[src/rtl/lut_pkg.sv]
package lut_pkg;

    localparam int LUT2_N = 4;
    localparam int LUT3_N = 8;

    typedef enum logic [1:0] {
        LM_TERN     = 2'd0,
        LM_BIN_REG  = 2'd1,
        LM_BIN_FLD  = 2'd2,
        LM_FLD_TERN = 2'd3
    } lut_mode_e;

    // Table chosen for the bit array plus whether the destination feeds index bit 2
    typedef struct packed {
        logic [LUT3_N-1:0] tbl;
        logic              use_dst;
    } tbl_sel_t;

    function automatic logic lut_pick(input logic [LUT3_N-1:0] t,
                                      input logic hi, input logic mid, input logic lo);
        return t[{hi, mid, lo}];
    endfunction

endpackage

[src/rtl/lut_table_sel.sv]
module lut_table_sel
    import lut_pkg::*;
#(
    parameter int FLD_N = 8,
    localparam int COND_W = LUT2_N * FLD_N,
    localparam int FSEL_W = $clog2(FLD_N)
) (
    input  lut_mode_e          mode,
    input  logic [7:0]         imm,
    input  logic [7:0]         tbl_byte,
    input  logic               nib_hi,
    input  logic [COND_W-1:0]  cond_reg,
    input  logic [FSEL_W-1:0]  fsel,
    output tbl_sel_t           sel
);
    logic [LUT2_N-1:0] nib;
    logic [LUT2_N-1:0] fld;

    assign nib = nib_hi ? tbl_byte[7:4] : tbl_byte[3:0];
    assign fld = cond_reg[int'(fsel)*LUT2_N +: LUT2_N];

    always_comb begin
        sel.use_dst = 1'b0;
        sel.tbl     = '0;
        unique case (mode)
            LM_TERN: begin
                sel.tbl     = imm;
                sel.use_dst = 1'b1;
            end
            LM_BIN_REG:  sel.tbl = {{(LUT3_N-LUT2_N){1'b0}}, nib};
            LM_BIN_FLD:  sel.tbl = {{(LUT3_N-LUT2_N){1'b0}}, fld};
            default:     sel.tbl = imm;
        endcase
    end
endmodule

[src/rtl/lut_bit_array.sv]
module lut_bit_array
    import lut_pkg::*;
#(
    parameter int W = 64
) (
    input  tbl_sel_t      sel,
    input  logic [W-1:0]  a_vec,
    input  logic [W-1:0]  b_vec,
    input  logic [W-1:0]  d_vec,
    output logic [W-1:0]  y
);
    for (genvar i = 0; i < W; i++) begin : g_bit
        assign y[i] = lut_pick(sel.tbl, sel.use_dst & d_vec[i], a_vec[i], b_vec[i]);
    end
endmodule

[src/rtl/lut_field_unit.sv]
module lut_field_unit
    import lut_pkg::*;
#(
    parameter int FLD_N = 8,
    localparam int COND_W = LUT2_N * FLD_N,
    localparam int FSEL_W = $clog2(FLD_N)
) (
    input  logic [COND_W-1:0] cond_reg,
    input  logic [7:0]        imm,
    input  logic [FSEL_W-1:0] sa,
    input  logic [FSEL_W-1:0] sb,
    input  logic [FSEL_W-1:0] sc,
    input  logic [FSEL_W-1:0] sd,
    input  logic [LUT2_N-1:0] mask,
    output logic [COND_W-1:0] cond_new
);
    logic [LUT2_N-1:0] fa, fb, fc, fd, merged;

    assign fa = cond_reg[int'(sa)*LUT2_N +: LUT2_N];
    assign fb = cond_reg[int'(sb)*LUT2_N +: LUT2_N];
    assign fc = cond_reg[int'(sc)*LUT2_N +: LUT2_N];
    assign fd = cond_reg[int'(sd)*LUT2_N +: LUT2_N];

    for (genvar j = 0; j < LUT2_N; j++) begin : g_lane
        assign merged[j] = mask[j] ? lut_pick(imm, fc[j], fb[j], fa[j]) : fd[j];
    end

    for (genvar k = 0; k < FLD_N; k++) begin : g_fld
        assign cond_new[k*LUT2_N +: LUT2_N] =
            (sd == FSEL_W'(k)) ? merged : cond_reg[k*LUT2_N +: LUT2_N];
    end
endmodule

[src/rtl/lut_logic_unit.sv]
module lut_logic_unit
    import lut_pkg::*;
#(
    parameter int DATA_W = 64,
    parameter int FLD_N  = 8,
    localparam int COND_W = LUT2_N * FLD_N,
    localparam int FSEL_W = $clog2(FLD_N)
) (
    input  logic               clk,
    input  logic               rst,
    input  logic               start,
    input  logic [1:0]         mode,
    input  logic [DATA_W-1:0]  opnd_a,
    input  logic [DATA_W-1:0]  opnd_b,
    input  logic [DATA_W-1:0]  opnd_dst,
    input  logic [7:0]         tbl_byte,
    input  logic [7:0]         imm,
    input  logic               nib_hi,
    input  logic [COND_W-1:0]  cond_reg,
    input  logic [FSEL_W-1:0]  fld_a_sel,
    input  logic [FSEL_W-1:0]  fld_b_sel,
    input  logic [FSEL_W-1:0]  fld_c_sel,
    input  logic [FSEL_W-1:0]  fld_dst_sel,
    input  logic [LUT2_N-1:0]  fld_mask,
    output logic               done,
    output logic [DATA_W-1:0]  result
);
    lut_mode_e          mode_e;
    tbl_sel_t           tsel;
    logic [DATA_W-1:0]  word_y;
    logic [COND_W-1:0]  cond_y;
    logic [DATA_W-1:0]  next_res;

    assign mode_e = lut_mode_e'(mode);

    lut_table_sel #(.FLD_N(FLD_N)) u_tsel (
        .mode     (mode_e),
        .imm      (imm),
        .tbl_byte (tbl_byte),
        .nib_hi   (nib_hi),
        .cond_reg (cond_reg),
        .fsel     (fld_c_sel),
        .sel      (tsel)
    );

    lut_bit_array #(.W(DATA_W)) u_bits (
        .sel   (tsel),
        .a_vec (opnd_a),
        .b_vec (opnd_b),
        .d_vec (opnd_dst),
        .y     (word_y)
    );

    lut_field_unit #(.FLD_N(FLD_N)) u_fld (
        .cond_reg (cond_reg),
        .imm      (imm),
        .sa       (fld_a_sel),
        .sb       (fld_b_sel),
        .sc       (fld_c_sel),
        .sd       (fld_dst_sel),
        .mask     (fld_mask),
        .cond_new (cond_y)
    );

    assign next_res = (mode_e == LM_FLD_TERN) ? {{(DATA_W-COND_W){1'b0}}, cond_y} : word_y;

    always_ff @(posedge clk) begin
        if (rst) begin
            done   <= 1'b0;
            result <= '0;
        end else begin
            done <= start;
            if (start) result <= next_res;
        end
    end
endmodule

[config.mk]
export PLATFORM = sky130hd
export DESIGN_NAME = lut_logic_unit
export DESIGN_NICKNAME = d
export VERILOG_FILES = /design/src/rtl/lut_pkg.sv /design/src/rtl/lut_table_sel.sv /design/src/rtl/lut_bit_array.sv /design/src/rtl/lut_field_unit.sv /design/src/rtl/lut_logic_unit.sv
export SDC_FILE = /design/constraint.sdc
export NUM_CORES = 1
export LEC_CHECK = 0
export BUFFER_PORTS_ARGS = -buffer_cell sky130_fd_sc_hd__buf_2
export CORE_MARGIN = 1
export CORE_UTILIZATION = 52
export DETAILED_ROUTE_END_ITERATION = 8
export PLACE_DENSITY = 0.95
export SLEW_MARGIN = 20
export SYNTH_ARGS = -nofsm -noshare
export SYNTH_HDL_FRONTEND = slang
export SYNTH_SLANG_ARGS = --single-unit
export TNS_END_PERCENT = 5
[constraint.sdc]
create_clock -name clk -period 3.3 [get_ports clk]
set_clock_uncertainty 0.2 [all_clocks]
set_input_delay 0.825 -clock clk [delete_from_list [all_inputs] [get_ports clk]]
set_output_delay 0.825 -clock clk [all_outputs]
set_load 0.01 [all_outputs]
=== Yosys cells after proc, flatten, opt, wreduce, memory -nomap -nowiden ===
Cells that the tools add are included.
Widths: inputs -> output; s select.

* Flip-flop bits (word level): 65
* Logic and storage cells: 302

* $lt $le $gt $ge: 68
* Equality and inequality tests: 10
* Shift operators: 4
* Multiplexer cells: 152
* Bitwise operators: 64
* Reduce and logical (&&, ||, !) cells: 2

{| class="wikitable"
|+ Operator list
! operator !! number
|-
| $lt 3x4->1 const B || 68
|-
| $bmux 1 s3 || 68
|-
| $shiftx 32x6->4 || 4
|-
| $mux 1 || 73
|-
| $and 1x1->1 || 64
|-
| $mux 64 || 1
|-
| $mux 4 || 9
|-
| $pmux 8 s2 || 1
|-
| $eq 3x3->1 const B || 4
|-
| $eq 3x2->1 const B || 2
|-
| $eq 2x2->1 const B || 2
|-
| $eq 3x1->1 const B || 1
|-
| $logic_not 3->1 || 1
|-
| $eq 2x1->1 const B || 1
|-
| $logic_not 2->1 || 1
|}

=== Logic depth before layout (Yosys ltp) ===
* Word-level depth: 6
* Gate-level depth with buffers: 10

=== By module ===
A second synthesis with hierarchy kept.

* Cell total of the unflattened synthesis: 1028
* Area, all modules: 10226.1 sq um

{| class="wikitable"
|+ By module, submodules not included
! module !! times used !! cells an instance !! area an instance (sq um)
|-
| lut_bit_array || 1 || 447 || 4959.8
|-
| lut_logic_unit || 1 || 323 || 2954.1
|-
| lut_field_unit || 1 || 194 || 1834.3
|-
| lut_table_sel || 1 || 64 || 478.0
|}

=== Worst setup path before layout ===
OpenSTA, ideal clock, no wires.

* Kind: input to register
* Start: input port fld_a_sel[0]
* End: register result[0]
* Setup time: 142 ps
* Arrival time: 2753 ps
* Data required time: 2958 ps
* Setup slack: 204 ps
* Stages: 7
* Cell sequence: buf_2 -> mux4_2 -> mux2i_2 -> mux2i_1 -> nand3_1 -> a31oi_1 -> o211ai_1

* Cells in the longest elaborated chain, start to end: 6

{| class="wikitable"
|+ RTL lines
! element !! RTL line !! source
|-
| from (decl) || lut_logic_unit.sv:20 || <nowiki>input logic [FSEL_W-1:0] fld_a_sel,</nowiki>
|-
| $shiftx 32x6->4 || lut_field_unit.sv:19 || <nowiki>assign fa = cond_reg[int'(sa)*LUT2_N +: LUT2_N];</nowiki>
|-
| $bmux 1 s3 || lut_pkg.sv:21 || <nowiki>return t[{hi, mid, lo}];</nowiki>
|-
| $mux 1 (not written as such) || lut_pkg.sv:21 ||
|-
| $mux 1 || lut_field_unit.sv:25 || <nowiki>assign merged[j] = mask[j] ? lut_pick(imm, fc[j], fb[j], fa[j]) : fd[j];</nowiki>
|-
| $mux 4 || lut_field_unit.sv:30 || <nowiki>(sd == FSEL_W'(k)) ? merged : cond_reg[k*LUT2_N +: LUT2_N];</nowiki>
|-
| $mux 64 || lut_logic_unit.sv:65 || <nowiki>assign next_res = (mode_e == LM_FLD_TERN) ? {{(DATA_W-COND_W){1'b0}}, cond_y} : word_y;</nowiki>
|-
| to (signal assigned) || lut_logic_unit.sv:73 || <nowiki>if (start) result <= next_res;</nowiki>
|-
| to (decl) || lut_logic_unit.sv:26 || <nowiki>output logic [DATA_W-1:0] result</nowiki>
|}

Every way passes these cells. The select of a mux whose other input is x is not followed.
A chain may end at the register's enable or synchronous reset.

=== Worst setup path in the final report ===
* Start: input port mode[0]
* End: register result[19]

* Cells in the longest elaborated chain, start to end: 6
* Elaborated cells on any way between the ends: 10

{| class="wikitable"
|+ RTL lines
! element !! RTL line !! source
|-
| from (decl) || lut_logic_unit.sv:12 || <nowiki>input logic [1:0] mode,</nowiki>
|-
| $logic_not 2->1 || lut_table_sel.sv:25 || <nowiki>unique case (mode)</nowiki>
|-
| $mux 1 || lut_table_sel.sv:25 ||
|-
| $and 1x1->1 || lut_bit_array.sv:13 || <nowiki>assign y[i] = lut_pick(sel.tbl, sel.use_dst & d_vec[i], a_vec[i], b_vec[i]);</nowiki>
|-
| $bmux 1 s3 || lut_pkg.sv:21 ||
|-
| $mux 1 (not written as such) || lut_pkg.sv:21 ||
|-
| $mux 64 (*) || lut_logic_unit.sv:65 ||
|}

Every way passes the cells marked *; elsewhere a longest branch is shown, timed or not. The select of a mux whose other input is x is not followed.

==> flow_metrics.env <==
export IMPL_areaGrowthSynthToFinish_pct=26.1
export IMPL_fin_crit_sh_pct=94.0
export IMPL_dieWidth_um=132
export IMPL_yosysWarningCount=0
export IMPL_layout_nets=1568
export IMPL_path_class="input pin to flop"
export IMPL_syn_area_um2=8780
export IMPL_arrival_ns=3.16
export IMPL_async_flop_share_pct=0
export IMPL_syn_nets=1289
export IMPL_cts_tree="yes"
export IMPL_numClockSinks=65
export IMPL_grt_pass1_vias=9990
export IMPL_drtIter0Drc=1130
export IMPL_synth_area_leaders="mux4_2 25%, dfxtp_1 15%, mux2i_1 10%, nand2_1 7.2%, o211ai_1 5.5%"
export IMPL_ctsHoldBuffers=0
export IMPL_root_buffer="clkbuf_16"
export IMPL_initial_core_util_pct=53.1
export IMPL_routed_wl_um=34700
export IMPL_first_pass_iters=5
export IMPL_fin_crit_ns=3.10
export IMPL_min_path_type="flop to flop"
export IMPL_clk_pin_slew_worst_paths_ns=0.06
export IMPL_dieHeight_um=132
export IMPL_cap_violations=0
export IMPL_hold_violations=0
export IMPL_ios=327
export IMPL_synth_most_common_cell="nand2_1"
export IMPL_relSlewSlack_pct=24.2
export IMPL_vias=10700
export IMPL_pre_cts_ws_ns=-0.0979
export IMPL_leakagePower_nw=4.66
export IMPL_cp_end_kind="flop"
export IMPL_avgSynthCellArea_um2=8.58
export IMPL_htreeDepth=3
export IMPL_path_max_fanout=49
export IMPL_antenna_found_initial=2
export IMPL_syn_inst=1023
export IMPL_grt_pass1_wl_um=53500
export IMPL_synth_edf_count=0
export IMPL_setup_violations=0
export IMPL_ant_nets=0
export IMPL_grt_start_max_net_pins=51
export IMPL_dp_hpwl_um=25300
export IMPL_synthTopCellsByCount="169 x nand2_1, 96 x mux4_2, 92 x mux2i_1, 68 x clkbuf_1, 65 x dfxtp_1"
export IMPL_wl_per_cell_um=22.7
export IMPL_core_area_um2=16500
export IMPL_ys_seq_area_share_pct=14.8
export IMPL_max_freq_mhz=322
export IMPL_std_cell_rows=47
export IMPL_viasPerCell=7.00
export IMPL_grtUsageTotal_pct=38.9
export IMPL_cts_setup_buffers=0
export IMPL_dieArea_um2=17400
export IMPL_maxSlewViolCount=0
export IMPL_clk_latency_ns=0.34
export IMPL_io_buffers=326
export IMPL_drc_errors=0
export IMPL_design_area_um2=11100
export IMPL_grt_overflow_total=0
export IMPL_cp_start_kind="input pin"
export IMPL_synth_ff_type="dfxtp_1"
export IMPL_synth_top_area_share_pct=24.6
export IMPL_synth_top_area_cell="mux4_2"
export IMPL_setup_ws_ns=0.198
export IMPL_total_power_w=0.00366
export IMPL_outcome="finished, final reports clean"
export IMPL_drive_gt1_share_pct=38.4
export IMPL_worst_ep_required_time_ns=3.36
export IMPL_synth_seq_cells=65
export IMPL_cts_buffers=9
export IMPL_worstMarginPinSlew_ns=1.13
export IMPL_placed_cell_area_um2=10700
export IMPL_place_gp_congestion=1.01
export IMPL_rsz0062_at_grt="no"
export IMPL_ir_drop_v=0.000311
export IMPL_ctsResizeCount=0
export IMPL_yosysUniqueCellTypes=32
export IMPL_power_density_nw_per_um2=330
export IMPL_cts_path_max_buffers=2
[worst max-delay path, stage by stage]
cell      delay, ns
buf_2          0.11
inv_1          0.11
ha_4           0.23
nor2b_4        0.86
buf_4          0.33
mux4_2         0.24
o21ai_0        0.08
a211o_1        0.26
o211ai_1       0.09
[final cells by class]
| cell class | count | area [um^2] |
|---|---|---|
| Fill cell | 1294 | 5450 |
| Tap cell | 220 | 275 |
| Multi-Input combinational cell | 851 | 7050 |
| Inverter | 9 | 33.8 |
| Clock buffer | 10 | 239 |
| Clock inverter | 6 | 90.1 |
| Sequential cell | 65 | 1300 |
| Antenna cell | 1 | 2.50 |
| Timing Repair Buffer | 366 | 2080 |
[flip-flops by register name (all words and copies together) (netlist names)]
signal	cells
done	1
result	64
[path summary, 6_finish.rpt]
check             start    endpoint  slack (ns)  cells after the start
max reg2reg  result[16]  result[16]        2.27                      2
max             mode[0]  result[19]        0.20                      9
min          result[38]  result[38]        0.27                      1
min reg2reg  result[38]  result[38]        0.27                      1
[cells by family after synthesis]
| group | count (synthesis) | share of synthesized area, % |
|---|---|---|
| and+or+nand+nor | 277 | 14.1 |
| buffers and inverters | 107 | 5.70 |
| DFF | 65 | 14.8 |
| muxes | 200 | 36.8 |
| adders and majority gates | 4 | 0.570 |
| AOI/OAI and AO/OA | 370 | 28.0 |
[report_power, final]
group	internal, W	total (W)	leakage, nW	switching, W
Sequential	0.000855	0.000905	0.534	0.0000504
Combinational	0.000753	0.00165	3.96	0.000899
Clock	0.000686	0.00110	0.159	0.000412
Total	0.00229	0.00366	4.66	0.00136
[placed cells by master, fill, tap and decap left out, types with 2 or more instances in the layout]
cell,instances
o21ai_0,64
ha_1,3
dfxtp_1,65
nor2_1,21
a22o_1,32
a211o_1,32
clkbuf_16,9
nor3_1,5
mux2i_1,92
a31oi_1,40
nand2b_1,32
a22oi_1,36
nor2b_4,5
and2_1,33
buf_4,28
a21oi_1,64
o22ai_1,32
bufinv_16,2
mux2_2,7
buf_12,12
nand3_1,9
buf_2,326
a221o_2,3
mux2i_2,4
nand2_1,169
mux4_2,96
inv_1,9
o211ai_1,64
[layer usage]
layer | share of wire (%) | up-vias | wire (um) | global-route usage (%)
li1 | - | 4579 | - | -
met3 | 13 | 186 | 4400 | 7.30
met5 | 0.037 | - | 13 | 0
met1 | 35 | 4945 | 12300 | 49.4
met2 | 47 | 989 | 16200 | 63.3
met4 | 5.3 | 2 | 1840 | 19.6
[per-stage QoR]
| stage | TNS [ns] | hold slack, ns | util [%] | std cells |
|---|---|---|---|---|
| 2_1_floorplan | 0 | 0.322 | - | 1023 |
| 3_3_place_gp | 0 | 0.259 | 65.0 | 1511 |
| 3_5_place_dp | -0.774 | 0.262 | 65.0 | 1511 |
| 4_1_cts | 0 | 0.275 | 67.0 | 1527 |
| 5_1_grt | 0 | 0.293 | 67.0 | 1528 |
| 6_report | 0 | 0.273 | 67.0 | 1528 |
No activity file was read; power rests on OpenSTA's default activity.
